### config.mk
export PLATFORM = sky130hd
export DESIGN_NAME = pcm_rx_port
export DESIGN_NICKNAME = d
export VERILOG_FILES = /design/src/rtl/pcm_rx_pkg.sv /design/src/rtl/pcm_rx_sync.sv /design/src/rtl/pcm_rx_shifter.sv /design/src/rtl/pcm_rx_standby.sv /design/src/rtl/pcm_rx_port.sv
export SDC_FILE = /design/constraint.sdc
export NUM_CORES = 1
export LEC_CHECK = 0
export ABC_CLOCK_PERIOD_IN_PS = 2400
export BUFFER_PORTS_ARGS = -buffer_cell sky130_fd_sc_hd__clkbuf_2
export CORE_UTILIZATION = 54
export DETAILED_ROUTE_END_ITERATION = 10
export PLACE_DENSITY = 0.84
export REMOVE_ABC_BUFFERS = 1
export SLEW_MARGIN = 5
export SYNTH_ARGS = -nofsm -noshare
export SYNTH_HDL_FRONTEND = slang
export SYNTH_HIERARCHICAL = 1
export SYNTH_SLANG_ARGS = --single-unit
### constraint.sdc
create_clock -name clk_i -period 2.4 [get_ports clk_i]
set_clock_uncertainty 0.05 [all_clocks]
set_input_delay 0.36 -clock clk_i [delete_from_list [all_inputs] [get_ports clk_i]]
set_output_delay 0.36 -clock clk_i [all_outputs]
set_load 0.03 [all_outputs]
### src/rtl/pcm_rx_pkg.sv
package pcm_rx_pkg;
  localparam int unsigned IN_MCLK = 0;
  localparam int unsigned IN_DCLK = 1;
  localparam int unsigned IN_FS   = 2;
  localparam int unsigned IN_DAT  = 3;
  localparam int unsigned N_IN    = 4;

  typedef enum logic {
    MODE_FIXED = 1'b0,
    MODE_VAR   = 1'b1
  } rx_mode_e;
endpackage

### src/rtl/pcm_rx_sync.sv
module pcm_rx_sync #(
  parameter int unsigned WIDTH  = 4,
  parameter int unsigned STAGES = 2
) (
  input  logic             clk_i,
  input  logic             rst_ni,
  input  logic [WIDTH-1:0] d_i,
  output logic [WIDTH-1:0] q_o,
  output logic [WIDTH-1:0] rise_o,
  output logic [WIDTH-1:0] fall_o
);
  logic [WIDTH-1:0] stg [STAGES];
  logic [WIDTH-1:0] last_q;

  always_ff @(posedge clk_i or negedge rst_ni) begin
    if (!rst_ni) stg[0] <= '0;
    else         stg[0] <= d_i;
  end

  for (genvar s = 1; s < STAGES; s++) begin : g_stage
    always_ff @(posedge clk_i or negedge rst_ni) begin
      if (!rst_ni) stg[s] <= '0;
      else         stg[s] <= stg[s-1];
    end
  end

  always_ff @(posedge clk_i or negedge rst_ni) begin
    if (!rst_ni) last_q <= '0;
    else         last_q <= stg[STAGES-1];
  end

  assign q_o    = stg[STAGES-1];
  assign rise_o = stg[STAGES-1] & ~last_q;
  assign fall_o = ~stg[STAGES-1] & last_q;
endmodule

### src/rtl/pcm_rx_shifter.sv
module pcm_rx_shifter
  import pcm_rx_pkg::*;
#(
  parameter int unsigned WORD_BITS = 8
) (
  input  logic                 clk_i,
  input  logic                 rst_ni,
  input  rx_mode_e             mode_i,
  input  logic                 start_i,
  input  logic                 gate_i,
  input  logic                 bit_fall_i,
  input  logic                 bit_i,
  output logic [WORD_BITS-1:0] word_o,
  output logic                 valid_o
);
  localparam int unsigned CW = (WORD_BITS > 1) ? $clog2(WORD_BITS) : 1;
  localparam logic [CW-1:0] LAST = CW'(WORD_BITS - 1);

  logic                 armed_q;
  logic [CW-1:0]        cnt_q;
  logic [WORD_BITS-1:0] shreg_q;
  logic [WORD_BITS-1:0] next_shreg;

  assign next_shreg = {shreg_q[WORD_BITS-2:0], bit_i};

  always_ff @(posedge clk_i or negedge rst_ni) begin
    if (!rst_ni) begin
      armed_q <= 1'b0;
      cnt_q   <= '0;
      shreg_q <= '0;
      word_o  <= '0;
      valid_o <= 1'b0;
    end else begin
      valid_o <= 1'b0;
      if (start_i) begin
        armed_q <= 1'b1;
        cnt_q   <= '0;
      end else if (armed_q) begin
        // time-slot enable must cover the whole word in variable mode
        if (mode_i == MODE_VAR && !gate_i) begin
          armed_q <= 1'b0;
        end else if (bit_fall_i) begin
          shreg_q <= next_shreg;
          if (cnt_q == LAST) begin
            armed_q <= 1'b0;
            word_o  <= next_shreg;
            valid_o <= 1'b1;
          end else begin
            cnt_q <= cnt_q + 1'b1;
          end
        end
      end
    end
  end
endmodule

### src/rtl/pcm_rx_standby.sv
module pcm_rx_standby #(
  parameter int unsigned TIMEOUT = 3_000_000
) (
  input  logic clk_i,
  input  logic rst_ni,
  input  logic fs_level_i,
  input  logic fs_rise_i,
  output logic standby_o
);
  localparam int unsigned TW = $clog2(TIMEOUT + 1);
  localparam logic [TW-1:0] LIMIT = TW'(TIMEOUT);

  logic [TW-1:0] low_cnt_q;

  always_ff @(posedge clk_i or negedge rst_ni) begin
    if (!rst_ni) begin
      low_cnt_q <= '0;
      standby_o <= 1'b0;
    end else if (fs_rise_i) begin
      low_cnt_q <= '0;
      standby_o <= 1'b0;
    end else if (fs_level_i) begin
      low_cnt_q <= '0;
    end else if (low_cnt_q != LIMIT) begin
      low_cnt_q <= low_cnt_q + 1'b1;
    end else begin
      standby_o <= 1'b1;
    end
  end
endmodule

### src/rtl/pcm_rx_port.sv
module pcm_rx_port
  import pcm_rx_pkg::*;
#(
  parameter int unsigned WORD_BITS      = 8,
  parameter int unsigned SYNC_STAGES    = 2,
  parameter int unsigned STANDBY_CYCLES = 3_000_000
) (
  input  logic                 clk_i,
  input  logic                 rst_ni,
  input  logic                 var_mode_i,
  input  logic                 mclk_i,
  input  logic                 dclk_i,
  input  logic                 fsync_i,
  input  logic                 sdata_i,
  output logic [WORD_BITS-1:0] word_o,
  output logic                 word_valid_o,
  output logic                 standby_o
);
  logic [N_IN-1:0] raw, syn, rise, fall;
  logic fs_sync, fs_rise, bit_fall;
  rx_mode_e mode;
  logic unused_edges;

  always_comb begin
    raw          = '0;
    raw[IN_MCLK] = mclk_i;
    raw[IN_DCLK] = dclk_i;
    raw[IN_FS]   = fsync_i;
    raw[IN_DAT]  = sdata_i;
  end

  pcm_rx_sync #(.WIDTH(N_IN), .STAGES(SYNC_STAGES)) u_sync (
    .clk_i (clk_i),
    .rst_ni(rst_ni),
    .d_i   (raw),
    .q_o   (syn),
    .rise_o(rise),
    .fall_o(fall)
  );

  assign mode     = rx_mode_e'(var_mode_i);
  assign fs_sync  = syn[IN_FS];
  assign fs_rise  = rise[IN_FS];
  assign bit_fall = (mode == MODE_VAR) ? fall[IN_DCLK] : fall[IN_MCLK];
  assign unused_edges = ^{rise[IN_MCLK], rise[IN_DCLK], rise[IN_DAT],
                          fall[IN_FS], fall[IN_DAT], syn[IN_MCLK], syn[IN_DCLK]};

  pcm_rx_shifter #(.WORD_BITS(WORD_BITS)) u_shift (
    .clk_i     (clk_i),
    .rst_ni    (rst_ni),
    .mode_i    (mode),
    .start_i   (fs_rise),
    .gate_i    (fs_sync),
    .bit_fall_i(bit_fall),
    .bit_i     (syn[IN_DAT]),
    .word_o    (word_o),
    .valid_o   (word_valid_o)
  );

  pcm_rx_standby #(.TIMEOUT(STANDBY_CYCLES)) u_stby (
    .clk_i     (clk_i),
    .rst_ni    (rst_ni),
    .fs_level_i(fs_sync),
    .fs_rise_i (fs_rise),
    .standby_o (standby_o)
  );
endmodule

==> summary.md <==
| Metric | Value |
|---|---|
| CP Capture Type | register |
| Clk_lat worst skew | 0.31 ns |
| Worst slew margin | 56.7% |
| Commonest non-fill, non-tap cells in the layout | 54 x dfrtp_1, 16 x clkbuf_2, 16 x mux2_2 |
| DR vias | 1526 |
| RSZ-0062 raised after global routing | no |
| Core area | 4120 um^2 |
| Fin nets | 228 |
| Placed Cells | 260 |
| First-pass GRT wire length | 6980 um |
| Placement row count | 23 |
| Reg2reg end | u_stby/low_cnt_q[1] |
| Total gr overflow | 0 |
| CP arrival | 2.33 ns |
| Max clock buf depth | 2 |
| CTS Buf Count | 5 |
| Critical path fanouts, max | 6 |
| Setup WS pre-CTS | 0.145 ns |
| Diodes inserted | 0 |
| CTS root buf | clkbuf_8 |
| Final setup margin | 0.210 ns |
| Clock tree sinks | 54 |
| I/O pins | 17 |
| Fillers | 311 |
| Max Cap Viol | 0 |
| Die width | 68.6 um |
| Initial DRC Count | 82 |
| Die area | 4710 um^2 |
| Vias/cell | 5.69 |
| Post-Syn Area | 2390 um^2 |
| Hold-fix buffers, CTS | 0 |
| Final Max Tran Viols | 0 |
| Largest net degree at the start of global routing | 55 |
| Syn. warnings | 6 |
| Run status | completed |
| Worst flop-to-flop path startpoint | u_stby/low_cnt_q[0] |
| Routed Antenna Nets | 0 |
| Fmax achieved | 0.457 GHz |
| Endpoints failing hold | 0 |
| # DRC | 0 |
| TNS Setup | 0 ns |
| Routed wire per std cell | 14.8 um |
| Tcrit/Tclk final | 91.3% |
| Die extent in y | 68.6 um |
| GPL Wtd Cong | 0.795 |
| Peak VDD IR | 0.000610 V |
| PD cells | 678 nW/um^2 |
| Total GRT Usage | 20.6% |
| Area growth from synthesis to final layout | 9.87% |
| CP Launch Type | register |
| Least-Margin Pin Slew | 0.650 ns |
| Reg clk slew, reported paths | 0.10 ns |
| Critical path required time | 2.54 ns |
| LEAKAGE | 1.18 nW |
| Routed wire length | 3970 um |
| Proportion of layout cells with a drive suffix above 1 | 27.5% |
| CTS tree | built |
| Minimum clock period | 2.19 ns |
| Starting density of the core | 58.2% |
| Reg2reg path depth | 6 |
| Classification of the worst setup path | register to register |
| Post-CTS setup buffers | 0 |
| # setup viols final | 0 |
| Commonest non-fill, non-tap cell in the layout | dfrtp_1 |
| Port buffer count | 16 |
| Number of global-route vias before repair | 1511 |
| Fin cells | 268 |
| Avg Cell Area, Syn | 12.0 um^2 |
| HP Class | input pin to asynchronous set/reset pin |
| HPWL Detailed | 2650 um |
| # H-tree levels | 2 |
| Reg2Reg Setup Slack | 0.21 ns |
| Drt pass-1 iters | 4 |
| Final hold slack | 0.101 ns |
| Syn Inst Count | 199 |
| Initial antenna violation count | 0 |
-- worst max-delay path, cell delays in order, from the launching register on --
cell and delay, ns:
dfrtp_1 0.45, inv_1 0.10, ha_1 0.16, or4b_2 0.61, nor4_2 0.36, and2_1 0.24, o21ai_0 0.11
-- worst max-delay path by stage --
stage	start	endpoint	slack, ns	depth (start not counted)
2_1_floorplan	u_stby/low_cnt_q[0]	u_stby/low_cnt_q[20]	0.34	5
3_3_place_gp	u_stby/low_cnt_q[0]	u_stby/low_cnt_q[1]	0.20	6
3_5_place_dp	u_stby/low_cnt_q[0]	u_stby/low_cnt_q[20]	0.14	5
4_1_cts	u_stby/low_cnt_q[0]	u_stby/low_cnt_q[20]	0.11	5
5_1_grt	u_stby/low_cnt_q[0]	u_stby/low_cnt_q[0]	0.07	6
6_report	u_stby/low_cnt_q[0]	u_stby/low_cnt_q[1]	0.21	6
-- what timing repair did --
item,in CTS,in global routing
hold endpoints to repair,0,0
setup endpoints to repair,0,3
gates resized for setup,0,2
-- state kept, by name, summed over array words and instances, names as in the netlist, 3 cells and up --
signal	flops
u_shift/shreg_q	7
u_sync/stg	4
u_stby/low_cnt_q	22
u_sync/last_q	3
u_shift/word_o	8
u_shift/cnt_q	3
u_sync/q_o	4
-- metrics by stage --
stage / area, um^2 / util [%] / power (mW)
6_report: 2630 / 63.9 / 1.78
5_1_grt: 2630 / 63.9 / 1.86
4_1_cts: 2620 / 63.7 / 1.80
3_5_place_dp: 2500 / 60.9 / 1.18
3_3_place_gp: 2500 / 60.9 / 1.16
2_1_floorplan: 2340 / - / 1.12
-- per-layer routing --
metal	track usage (%)	wire length, um
met5	0	0
met2	28.7	1810
met4	10.9	79
met1	29.4	1950
met3	5.26	137
-- power breakdown --
part           switching [mW]  leakage, nW  internal [mW]  total, mW
registers              0.0480        0.716          0.977       1.02
logic                  0.0662        0.400         0.0695      0.136
clock network           0.304       0.0591          0.318      0.622
total                   0.418         1.18           1.36       1.78
-- cell type report --
cell class | count | area, um^2 | area share, %
Timing Repair Buffer | 19 | 103 | 3.90
Multi-Input combinational cell | 130 | 972 | 36.9
Tap cell | 50 | 62.6 | 2.38
Inverter | 7 | 26.3 | 0.999
Clock buffer | 5 | 68.8 | 2.62
Clock inverter | 3 | 47.5 | 1.81
Sequential cell | 54 | 1350 | 51.4
No activity file was read; power rests on OpenSTA's default activity.
